$ cat config.mk
export PLATFORM = sky130hd
export DESIGN_NAME = sru_top
export DESIGN_NICKNAME = d
export VERILOG_FILES = /design/src/rtl/sru_pkg.sv /design/src/rtl/sru_inst_step.sv /design/src/rtl/sru_trap_step.sv /design/src/rtl/sru_rd_mux.sv /design/src/rtl/sru_top.sv
export SDC_FILE = /design/constraint.sdc
export NUM_CORES = 1
export LEC_CHECK = 0
export BUFFER_PORTS_ARGS = -buffer_cell sky130_fd_sc_hd__buf_4
export CAP_MARGIN = 20
export CORE_MARGIN = 5
export CORE_UTILIZATION = 34
export CTS_BUF_LIST = sky130_fd_sc_hd__clkbuf_4 sky130_fd_sc_hd__clkbuf_8
export CTS_CLUSTER_SIZE = 30
export DETAILED_ROUTE_END_ITERATION = 7
export PLACE_DENSITY = 0.57
export SETUP_SLACK_MARGIN = 0.3
export SYNTH_ARGS = -nofsm -noshare
export SYNTH_HDL_FRONTEND = slang
export SYNTH_SLANG_ARGS = --single-unit
$ cat constraint.sdc
create_clock -name clk -period 5.3 [get_ports clk]
set_input_delay 0.795 -clock clk [delete_from_list [all_inputs] [get_ports clk]]
set_output_delay 0.795 -clock clk [all_outputs]
set_load 0.03 [all_outputs]
$ cat src/rtl/sru_pkg.sv
package sru_pkg;
  localparam int SRU_IDX_W = 4;

  localparam logic [SRU_IDX_W-1:0] IDX_STAT  = 4'd0;
  localparam logic [SRU_IDX_W-1:0] IDX_HAND  = 4'd1;
  localparam logic [SRU_IDX_W-1:0] IDX_RET   = 4'd2;
  localparam logic [SRU_IDX_W-1:0] IDX_CAUSE = 4'd3;

  typedef struct packed {
    logic om;
    logic cm;
    logic oie;
    logic ie;
  } sru_stat_t;
endpackage

$ cat src/rtl/sru_inst_step.sv
module sru_inst_step
  import sru_pkg::*;
#(
  parameter int XLEN = 32
) (
  input  sru_stat_t                stat_in,
  input  logic [XLEN-1:0]          ha_in,
  input  logic [XLEN-1:0]          ra_in,
  input  logic                     reti,
  input  logic                     wsr,
  input  logic [SRU_IDX_W-1:0]     idx,
  input  logic [XLEN-1:0]          wdata,
  output sru_stat_t                stat_out,
  output logic [XLEN-1:0]          ha_out,
  output logic [XLEN-1:0]          ra_out
);
  always_comb begin
    stat_out = stat_in;
    ha_out   = ha_in;
    ra_out   = ra_in;
    if (reti) begin
      stat_out.ie = stat_in.oie;
      stat_out.cm = stat_in.om;
    end else if (wsr) begin
      case (idx)
        IDX_STAT: stat_out = sru_stat_t'(wdata[3:0]);
        IDX_HAND: ha_out   = wdata;
        IDX_RET:  ra_out   = wdata;
        default:  ;
      endcase
    end
  end
endmodule

$ cat src/rtl/sru_trap_step.sv
module sru_trap_step
  import sru_pkg::*;
#(
  parameter int              XLEN      = 32,
  parameter int              DEV_W     = 4,
  parameter logic [XLEN-1:0] ILL_CAUSE = 32'h0000_0100
) (
  input  sru_stat_t        stat_in,
  input  logic [XLEN-1:0]  ra_in,
  input  logic [XLEN-1:0]  cause_in,
  input  logic             illegal,
  input  logic             irq_req,
  input  logic [DEV_W-1:0] dev,
  input  logic             bubble,
  input  logic [XLEN-1:0]  pcsave,
  output sru_stat_t        stat_out,
  output logic [XLEN-1:0]  ra_out,
  output logic [XLEN-1:0]  cause_out,
  output logic             take_ill,
  output logic             take_dev
);
  sru_stat_t       st_ill;
  logic [XLEN-1:0] ra_ill;
  logic [XLEN-1:0] cause_ill;
  logic [XLEN-1:0] dev_ext;

  always_comb begin
    dev_ext = '0;
    dev_ext[DEV_W-1:0] = dev;
  end

  // illegal-instruction step
  always_comb begin
    st_ill    = stat_in;
    ra_ill    = ra_in;
    cause_ill = cause_in;
    take_ill  = 1'b0;
    if (illegal) begin
      take_ill   = 1'b1;
      st_ill.om  = stat_in.cm;
      st_ill.cm  = 1'b1;
      st_ill.oie = stat_in.ie;
      st_ill.ie  = 1'b0;
      ra_ill     = pcsave;
      cause_ill  = ILL_CAUSE;
    end
  end

  // device-interrupt step, sees the illegal step's result
  always_comb begin
    stat_out  = st_ill;
    ra_out    = ra_ill;
    cause_out = cause_ill;
    take_dev  = 1'b0;
    if (st_ill.ie && irq_req && !bubble) begin
      take_dev     = 1'b1;
      stat_out.om  = st_ill.cm;
      stat_out.cm  = 1'b1;
      stat_out.oie = st_ill.ie;
      stat_out.ie  = 1'b0;
      ra_out       = pcsave;
      cause_out    = dev_ext;
    end
  end
endmodule

$ cat src/rtl/sru_rd_mux.sv
module sru_rd_mux
  import sru_pkg::*;
#(
  parameter int              XLEN = 32,
  parameter logic [XLEN-1:0] FILL = 32'hFAFA_FAFA
) (
  input  logic [SRU_IDX_W-1:0] idx,
  input  sru_stat_t            stat,
  input  logic [XLEN-1:0]      ha,
  input  logic [XLEN-1:0]      ra,
  input  logic [XLEN-1:0]      cause,
  output logic [XLEN-1:0]      dout
);
  always_comb begin
    case (idx)
      IDX_STAT: begin
        dout      = '0;
        dout[3:0] = stat;
      end
      IDX_HAND:  dout = ha;
      IDX_RET:   dout = ra;
      IDX_CAUSE: dout = cause;
      default:   dout = FILL;
    endcase
  end
endmodule

$ cat src/rtl/sru_top.sv
module sru_top
  import sru_pkg::*;
#(
  parameter int              XLEN      = 32,
  parameter int              DEV_W     = 4,
  parameter logic [XLEN-1:0] ILL_CAUSE = 32'h0000_0100,
  parameter logic [XLEN-1:0] BAD_FILL  = 32'hFAFA_FAFA
) (
  input  logic                 clk,
  input  logic                 rst,
  input  logic                 m_bubble,
  input  logic                 m_reti,
  input  logic                 m_wsr,
  input  logic [SRU_IDX_W-1:0] m_sidx,
  input  logic [XLEN-1:0]      m_wdata,
  input  logic [XLEN-1:0]      m_pcsave,
  input  logic                 a_illegal,
  input  logic                 irq_req,
  input  logic [DEV_W-1:0]     irq_dev,
  input  logic [SRU_IDX_W-1:0] rd_idx,
  output logic [XLEN-1:0]      rd_data,
  output logic                 trap_take,
  output logic                 trap_is_irq,
  output logic [XLEN-1:0]      trap_target
);
  sru_stat_t       stat_q, stat_i, stat_n;
  logic [XLEN-1:0] ha_q, ha_i;
  logic [XLEN-1:0] ra_q, ra_i, ra_n;
  logic [XLEN-1:0] cause_q, cause_n;
  logic            take_ill, take_dev;

  sru_inst_step #(.XLEN(XLEN)) u_inst (
    .stat_in(stat_q), .ha_in(ha_q), .ra_in(ra_q),
    .reti(m_reti), .wsr(m_wsr), .idx(m_sidx), .wdata(m_wdata),
    .stat_out(stat_i), .ha_out(ha_i), .ra_out(ra_i)
  );

  sru_trap_step #(.XLEN(XLEN), .DEV_W(DEV_W), .ILL_CAUSE(ILL_CAUSE)) u_trap (
    .stat_in(stat_i), .ra_in(ra_i), .cause_in(cause_q),
    .illegal(a_illegal), .irq_req(irq_req), .dev(irq_dev),
    .bubble(m_bubble), .pcsave(m_pcsave),
    .stat_out(stat_n), .ra_out(ra_n), .cause_out(cause_n),
    .take_ill(take_ill), .take_dev(take_dev)
  );

  sru_rd_mux #(.XLEN(XLEN), .FILL(BAD_FILL)) u_rd (
    .idx(rd_idx), .stat(stat_q), .ha(ha_q), .ra(ra_q), .cause(cause_q),
    .dout(rd_data)
  );

  assign trap_take   = take_ill | take_dev;
  assign trap_is_irq = take_dev;
  assign trap_target = ha_i;

  always_ff @(posedge clk) begin
    if (rst) begin
      stat_q  <= '0;
      ha_q    <= '0;
      ra_q    <= '0;
      cause_q <= '0;
    end else begin
      stat_q  <= stat_n;
      ha_q    <= ha_i;
      ra_q    <= ra_n;
      cause_q <= cause_n;
    end
  end
endmodule

== Word-level counts from Yosys, hierarchy flattened ==
Index checks and enable logic that the tools add are counted.
Word-level totals
  input bits: 83
  output and inout port bits: 66
  bits in registers: 73
Operators by class
  bitwise logic cells: 1
  reductions and logical operators: 12
  muxes and demuxes: 21
  equality and inequality tests: 6
Operators with widths (number)
  32-bit 2-to-1 mux: 8
  32-bit one-hot mux with 4 select lines: 1
  4-bit 2-to-1 mux: 6
  4-bit by 2-bit == test with 1-bit output, second input constant: 3
  3-bit nonzero test: 3
  4-bit by 1-bit == test with 1-bit output, second input constant: 2
  4-bit zero test: 2
  1-bit 2-to-1 mux: 6
  3-bit AND reduction: 2
  3-bit by 1-bit != test with 1-bit output, second input constant: 1
  1-bit logical AND: 2
  2-bit nonzero test: 1
  2-bit OR reduction: 1
  1-bit zero test: 1
  1-bit bitwise OR: 1

== Longest topological paths before layout ==
Gate-level depths: netlist (run 1).
  depth in word-level cells: 9
  depth in mapped cells: 7

== Modules after synthesis ==
From an unflattened synthesis (run 1), not the netlist that was laid out.
Unflattened totals
  cell total of the unflattened synthesis: 473
  area total of the unflattened synthesis: 5856.9 µm²
By module, submodules not included
  sru_top: cells each 212, area an instance 3215.6 µm², instances 1, sequential area each 2001.9 µm²
  sru_inst_step: cells each 87, area an instance 927.1 µm², instances 1, sequential area each 0.0 µm²
  sru_trap_step: cells each 88, area an instance 905.9 µm², instances 1, sequential area each 0.0 µm²
  sru_rd_mux: cells each 86, area an instance 808.3 µm², instances 1, sequential area each 0.0 µm²

== Worst setup path before layout (run 1) ==
Ideal clock, no wire load.
  path type: input -> output
  start: input rd_idx[0]
  end: output rd_data[10]
  data arrival time: 2.333 ns
  stages: 6
  setup slack: 2.172 ns
  cell sequence: clkbuf_1 > nor2b_1 > clkbuf_1 > clkbuf_1 > a22oi_1 > nor2_1
Between the ends
  word-level cells in the longest chain between the ends: 2
  elaborated cells between the ends (all ways): 5
  classes of those cells: eq/ne (3); mux (1); reduce/logical (1)
RTL lines
  start, declared: RTL line sru_top.sv:20  | input logic [SRU_IDX_W-1:0] rd_idx,
  4-bit by 2-bit == test with 1-bit output (tied with other cells): RTL line sru_rd_mux.sv:15  | case (idx)
  32-bit one-hot mux with 4 select lines *: RTL line sru_rd_mux.sv:15
  end, declared: RTL line sru_top.sv:21  | output logic [XLEN-1:0] rd_data,
Mark *: on every way between the ends. The rest lies on a longest branch, timed or not.

== Worst setup path in the final report (run 1) ==
  start: input m_sidx[3]
  end: output trap_take
Between the ends
  word-level cells in the longest chain between the ends: 9
RTL lines
  start, declared: RTL line sru_top.sv:14  | input logic [SRU_IDX_W-1:0] m_sidx,
  4-bit zero test: RTL line sru_inst_step.sv:25  | case (idx)
  4-bit 2-to-1 mux: RTL line sru_inst_step.sv:25
  4-bit 2-to-1 mux: RTL line sru_inst_step.sv:24  | end else if (wsr) begin
  1-bit 2-to-1 mux: RTL line sru_inst_step.sv:21  | if (reti) begin
  4-bit 2-to-1 mux: RTL line sru_trap_step.sv:38  | if (illegal) begin
  1-bit logical AND (2 in a row): RTL line sru_trap_step.sv:55  | if (st_ill.ie && irq_req && !bubble) begin
  1-bit 2-to-1 mux: RTL line sru_trap_step.sv:55
  1-bit bitwise OR: RTL line sru_top.sv:51  | assign trap_take = take_ill | take_dev;
  end, declared: RTL line sru_top.sv:22  | output logic trap_take,
No other way between the ends. The select of a mux whose other input is x is not followed.

==> results by group, run 1 <==
Run status
  – Outcome: finished, final reports clean

Place
  – Routability cong.: between 0.8 and 0.9
  – Buffers on Ports: 148
  – Detailed Place HPWL: 8790 um

Global routing
  – GR peak layer: met2
  – First-pass GRT wire length: 20,600 um
  – Initial antenna violation count: 0
  – Vias in the first global route: 3,982
  – Largest net degree at the start of global routing: 73
  – Grt total ovfl: 0
  – M2 GR Usage: 0.295
  – GRT Total Usage: 0.176
  – Met3 usage: 0.0345
  – GR Layer Usage met1: 0.227

Clock network
  – Num CTS Buffers: 9
  – Root Driver: clkbuf_8
  – Clock tree sinks: 73
  – TritonCTS clock tree: built
  – PostCTS Resize Cnt: 0
  – CTS Buffer Depth: 2
  – Postcts setup bufs: 0
  – CTS H-tree lvls: 3
  – CTS Hold Bufs: 0
  – Latest clock arrival within the worst-skew pair: 0.34 ns
  – Clock transition at the registers of the reported paths: 0.07 ns

STA
  – Final min period: 3.70 ns
  – Fin. Hold Viols: 0
  – Slew margin rel.: 0.428
  – Setup Viol. Count Final: 0
  – Hold slack: 0.511 ns
  – Clk_skew: 0.00359 ns
  – Total negative slack: 0 ns
  – RSZ-0062 raised after global routing: false
  – Max Clk Rate: 270 MHz
  – Least-Margin Pin Slew: 0.856 ns
  – Fin crit share: 0.698
  – Final number of max-transition violations: 0

Routing
  – Drt first pass iters: 5
  – Routed wire length: 13,200 um
  – WL/cell: 17.8 um
  – Vias: 3,862
  – Remaining antenna violation count: 0
  – DRT iter0 DRCs: 215
  – Vias per inst: approximately 5.2
  – # DRC: 0

Worst setup path
  – CP startpoint kind: input port
  – Setup CP Type: in2out
  – Stages on the worst setup path: 7
  – Slowest stage delay, CP: 0.51 ns
  – Critical path's slowest cell: or4b_1
  – R2r setup slk: approximately 3.2 ns
  – Reg2reg path depth: 5
  – Cell Chain, Critical Path: buf_4 > or4b_1 > buf_4 > or3_1 > a31o_2 > buf_4 > buf_4
  – Critical path data required time: 4.51 ns
  – Critical Path Sink Type: primary output
  – Critical Path Fanout Max: 38
  – Crit path DAT: 2.91 ns
  – WP buf/inv: 4
  – Cell mode on critical path: buf_4
  – CP delay by family, top: buffers and inverters

Final layout
  – Fraction of final layout cells sized beyond drive strength 1: 0.415
  – Area of the multi-input gates: around 2500 um^2
  – FILL cells: 1,190
  – Total Nets Final: 652
  – Number of diodes: 0
  – Synthesis-to-finish area growth: 33.3%
  – Seq. cell area: 1460 um^2

Logic synthesis
  – Largest cells by area after synthesis: dfxtp_1 35%, mux2_4 9.3%, mux2_2 7.0%
  – Mapped Area: 4180 um^2
  – EDFF count, synth: 0
  – Post-synth ARST share: 0
  – Number of synthesized register bits: 73
  – Most common cell in the netlist: dfxtp_1
  – Post-synth top area share: 0.349
  – Post-synth cell types: 41
  – Leading area contributor after synthesis: dfxtp_1
  – Post-synth top cells: 73 x dfxtp_1, 42 x nor2b_1, 40 x clkbuf_1
  – Mapped Cells: 448
  – Sequential share of the synthesized area: 0.349
  – Mean Syn Cell Area: 9.34 um^2
  – Mapped Nets: 531
  – Synth warnings: 0
  – Main synth FF type: dfxtp_1

Die
  – Num rows: 40
  – Die Width: 121 um
  – Initial Util: 0.347
  – # IOs: 149
  – Die ar.: 14,600 um^2
  – Die Ht: about 120 um
  – Core area: 12,100 um^2

Hold path
  – Hold path cells: 2
  – HP Class: reg2reg

Pwr
  – Leak: 0.00240 uW
  – Worst vdd ir: 0.000109 V
  – PwrDens: approximately 220 nW/um^2

Run
  – Max-Cap Viols: 0
stage by stage:
stage	instances	utilization	total power (uW)	worst slack (ns)	instance area (um^2)
floorplan	448	-	748	2.17	4180
global placement	725	0.445	850	1.61	5370
detailed placement	725	0.445	854	1.59	5370
CTS	741	0.460	1270	1.59	5550
global route	742	0.462	1320	1.50	5580
finish	742	0.462	1250	1.60	5580
cell usage in the layout (no fill, tap or decap), types with 2 or more instances in the layout:
master      synthesis  routed
mux2_4             26      26
mux4_2              4       4
mux2_2             26      26
and2_1             32      32
nor2_1             12      12
nor2b_2             0       2
clkbuf_8            0      11
nor3b_1             2       2
nand2b_1            5       5
a221o_1            22      22
a22oi_1             6       6
a31o_2              1       2
buf_4               0     155
o21ai_0            37      37
a21oi_1            36      36
o21a_1              2       2
mux2_1             13      13
or2_2               4       4
dfxtp_1            73      73
nand3_1            39      39
nor2b_1            42      39
clkinv_2            0       3
clkinvlp_4          0       2
state kept, by name (all words and copies together), names as in the netlist:
signal   count
stat_q       4
ra_q        32
cause_q      5
ha_q        32
worst reg2reg max path, stage by stage, from the launching register on:
cell and delay [ns]:
dfxtp_1 0.34, nor2_1 0.09, a211oi_1 0.40, a31o_2 0.22, buf_4 0.54, mux2_2 0.42
worst paths after layout:
kind,end,startpoint
worst max register to register,ra_q[27]$_SDFFE_PP0P_,stat_q[0]$_SDFF_PP0_
worst min register to register,cause_q[8]$_SDFFE_PP0P_,cause_q[8]$_SDFFE_PP0P_
worst max-delay path,trap_take,m_sidx[3]
worst min-delay path,cause_q[8]$_SDFFE_PP0P_,cause_q[8]$_SDFFE_PP0P_
where the power goes:
| group | internal [uW] | total (uW) | switching [uW] |
|---|---|---|---|
| Clock | 193 | 408 | 215 |
| Combinational | 126 | 261 | 135 |
| Sequential | 570 | 582 | 12.0 |
| Total | 889 | 1250 | 362 |
layer usage:
layer | share of wire | vias up
met2 | 0.48 | 153
met5 | 0 | -
met1 | 0.44 | 1825
met3 | 0.071 | 18
met4 | 0.014 | 0
li1 | - | 1866
logic make-up after synthesis:
group                  count (synthesis)  synth area share
buffers and inverters                 47            0.0493
AOI/OAI and AO/OA                    116             0.179
muxes                                 70             0.222
and+or+nand+nor                      142             0.200
DFF                                   73             0.349
cell type report:
cell class                      count  area share
Multi-Input combinational cell    328       0.453
Clock inverter                      5     0.00538
Inverter                            1    0.000673
Clock buffer                       11      0.0271
Sequential cell                    73       0.262
Tap cell                          168      0.0377
Timing Repair Buffer              156       0.214
(Power assumes the default switching activity.)
==> inputs of run 2 (changes only) <==
Settings changed: PLACE_DENSITY 0.57 to 0.59.
Clock period 5.3 ns to 3.3 ns, I/O delays scaled along.
==> run 2 against run 1 <==
  * Clock-buffer cell count is 1 higher
  * Clock power grew 50%
  * Global-route usage up 0.051 points
  * Via count is essentially flat
  * First-iteration DRC count is 11% higher
  * Routed wire length up 0.28%
  * Combinational power is 61% higher
  * Register-to-register slack got worse by 2.3 ns
  * Design area fell by 0.20%
  * Largest cell class unchanged
  * Sequential share of layout area increased by 0.053 points
  * Total power grew 57%
  * Highest routed layer unchanged
==> results by group, run 2 (synthesis results as in run 1) <==
Run status
  – Outcome: finished, final reports clean (unchanged)

Clock network
  – Postcts setup bufs: 0 (unchanged)
  – Latest clock arrival within the worst-skew pair: 0.33 ns (was 0.34 ns)
  – CTS H-tree lvls: 3 (unchanged)
  – PostCTS Resize Cnt: 0 (unchanged)
  – CTS Hold Bufs: 0 (unchanged)
  – Clock tree sinks: 73 (unchanged)
  – Root Driver: clkbuf_8 (unchanged)
  – Num CTS Buffers: 9 (unchanged)
  – Clock transition at the registers of the reported paths: 0.07 ns (about the same)
  – CTS Buffer Depth: 2 (unchanged)
  – TritonCTS clock tree: built (unchanged)

Worst setup path
  – Setup CP Type: in2out (unchanged)
  – Critical Path Fanout Max: 18 (was 38)
  – Critical path data required time: 2.80 ns (was 4.51 ns)
  – Critical Path Sink Type: primary output (unchanged)
  – R2r setup slk: 0.86 ns (was 3.19 ns)
  – Crit path DAT: 2.30 ns (was 2.91 ns)
  – CP startpoint kind: input port (unchanged)

STA
  – Clk_skew: 0.00189 ns (was 0.00359 ns)
  – Fin. Hold Viols: 0 (unchanged)
  – Final number of max-transition violations: 0 (unchanged)
  – RSZ-0062 raised after global routing: false (unchanged)
  – Setup Viol. Count Final: 0 (unchanged)
  – Slew margin rel.: 0.463 (was 0.428)
  – Total negative slack: 0 ns (unchanged)
  – Final min period: approximately 2.8 ns
  – Least-Margin Pin Slew: 0.805 ns (was 0.856 ns)
  – Max Clk Rate: 358 MHz
  – Fin crit share: 0.846

Routing
  – Routed wire length: 13,200 um (about the same)
  – Drt first pass iters: 4 (was 5)
  – Vias: 3,863 (was 3,862)
  – WL/cell: 17.8 um (about the same)
  – Vias per inst: 5.20 (about the same)
  – DRT iter0 DRCs: 238 (was 215)
  – # DRC: 0 (unchanged)
  – Remaining antenna violation count: 0 (unchanged)

Global routing
  – Grt total ovfl: 0 (unchanged)
  – Largest net degree at the start of global routing: 72 (was 73)
  – First-pass GRT wire length: 20,600 um (about the same)
  – Initial antenna violation count: 0 (unchanged)
  – Vias in the first global route: 3,919 (was 3,982)
  – GRT Total Usage: 0.177 (was 0.176)

Final layout
  – Top flop regs: ha_q x32, ra_q x32, cause_q x5 (unchanged)
  – Total Nets Final: 656 (was 652)
  – Synthesis-to-finish area growth: 33.0% (was 33.3%)
  – Fraction of final layout cells sized beyond drive strength 1: 0.416 (was 0.415)
  – Util after Layout: 0.461 (was 0.462)
  – Leading cell type in the layout, fill and taps excluded: buf_4 (unchanged)
  – Most frequent cells in the layout: 159 x buf_4, 73 x dfxtp_1, 39 x nor2b_1, 39 x nand3_1, 37 x o21ai_0 (was 155 x buf_4, 73 x dfxtp_1, 39 x nor2b_1, 39 x nand3_1, 37 x o21ai_0)
  – Number of diodes: 0 (unchanged)

Pwr
  – Worst vdd ir: 0.000203 V (was 0.000109 V)
  – PwrDens: 354 nW/um^2 (was 224 nW/um^2)
  – Leak: 0.00240 uW (about the same)

Run
  – Max-Cap Viols: 0 (unchanged)

Place
  – Buffers on Ports: 148 (unchanged)
  – Detailed Place HPWL: 9230 um (was 8790 um)
  – Routability cong.: 0.866 (was 0.856)

Die
  – Core area: 12,100 um^2 (unchanged)
  – Initial Util: 0.347 (unchanged)
  – Num rows: 40 (unchanged)
  – Die Ht: 121 um (unchanged)
  – # IOs: 149 (unchanged)
  – Die Width: 121 um (unchanged)
  – Die ar.: 14,600 um^2 (unchanged)

Hold path
  – HP Class: in2reg (was reg2reg)
==> run 2: changes by cell type in the layout (fill, tap and decap cells not counted), sizes merged <==
| cell | before | now |
|---|---|---|
| buf | 156 | 160 |
| clkbuf | 11 | 12 |
| clkinv | 3 | 1 |
| clkinvlp | 2 | 0 |
==> run 2: report_power, final <==
group	switching [uW]	internal (uW)
Clock	314	298
Combinational	218	202
Sequential	19.8	916
==> run 2: per-layer routing <==
| metal | up-vias | global-route usage | share of wire |
|---|---|---|---|
| li1 | 1869 | - | - |
| met1 | 1858 | 0.228 | 0.44 |
| met2 | 124 | 0.295 | 0.48 |
| met3 | 12 | 0.0443 | 0.071 |
| met4 | 0 | 0.0482 | 0.010 |
| met5 | - | 0 | 0 |
==> run 2: critical path, stage by stage <==
cell	delay, ns
buf_4	0.13
or2_2	0.36
a211oi_1	0.35
a31o_2	0.67
buf_4	0.28
==> run 2: path summary, 6_finish.rpt <==
| kind | from | to | cells after the start |
|---|---|---|---|
| max | m_sidx[0] | trap_take | 5 |
| min | irq_dev[1] | cause_q[1]$_SDFFE_PP0P_ | 3 |
| max reg2reg | stat_q[0]$_SDFF_PP0_ | ra_q[28]$_SDFFE_PP0P_ | 5 |
| min reg2reg | cause_q[8]$_SDFFE_PP0P_ | cause_q[8]$_SDFFE_PP0P_ | 2 |
==> run 2: area by class of cell <==
cell class	instances	area [um^2]
repair buffers	160	1210
fillers	1189	6500
clock inverters	1	5.00
well taps	168	210
clock buffers	12	153
inverters	1	3.75
multi-input cells	328	2520
flip-flops and latches	73	1460
==> run 2: through the flow <==
stage	hold slack (ns)	worst slack [ns]	cell area (um^2)	total power [uW]	instances
2_1_floorplan	0.465	0.772	4180	1200	448
3_3_place_gp	0.537	0.431	5390	1370	729
3_5_place_dp	0.558	0.328	5390	1380	729
4_1_cts	0.403	0.499	5550	1990	742
5_1_grt	0.414	0.412	5570	2060	743
6_report	0.424	0.508	5570	1970	743
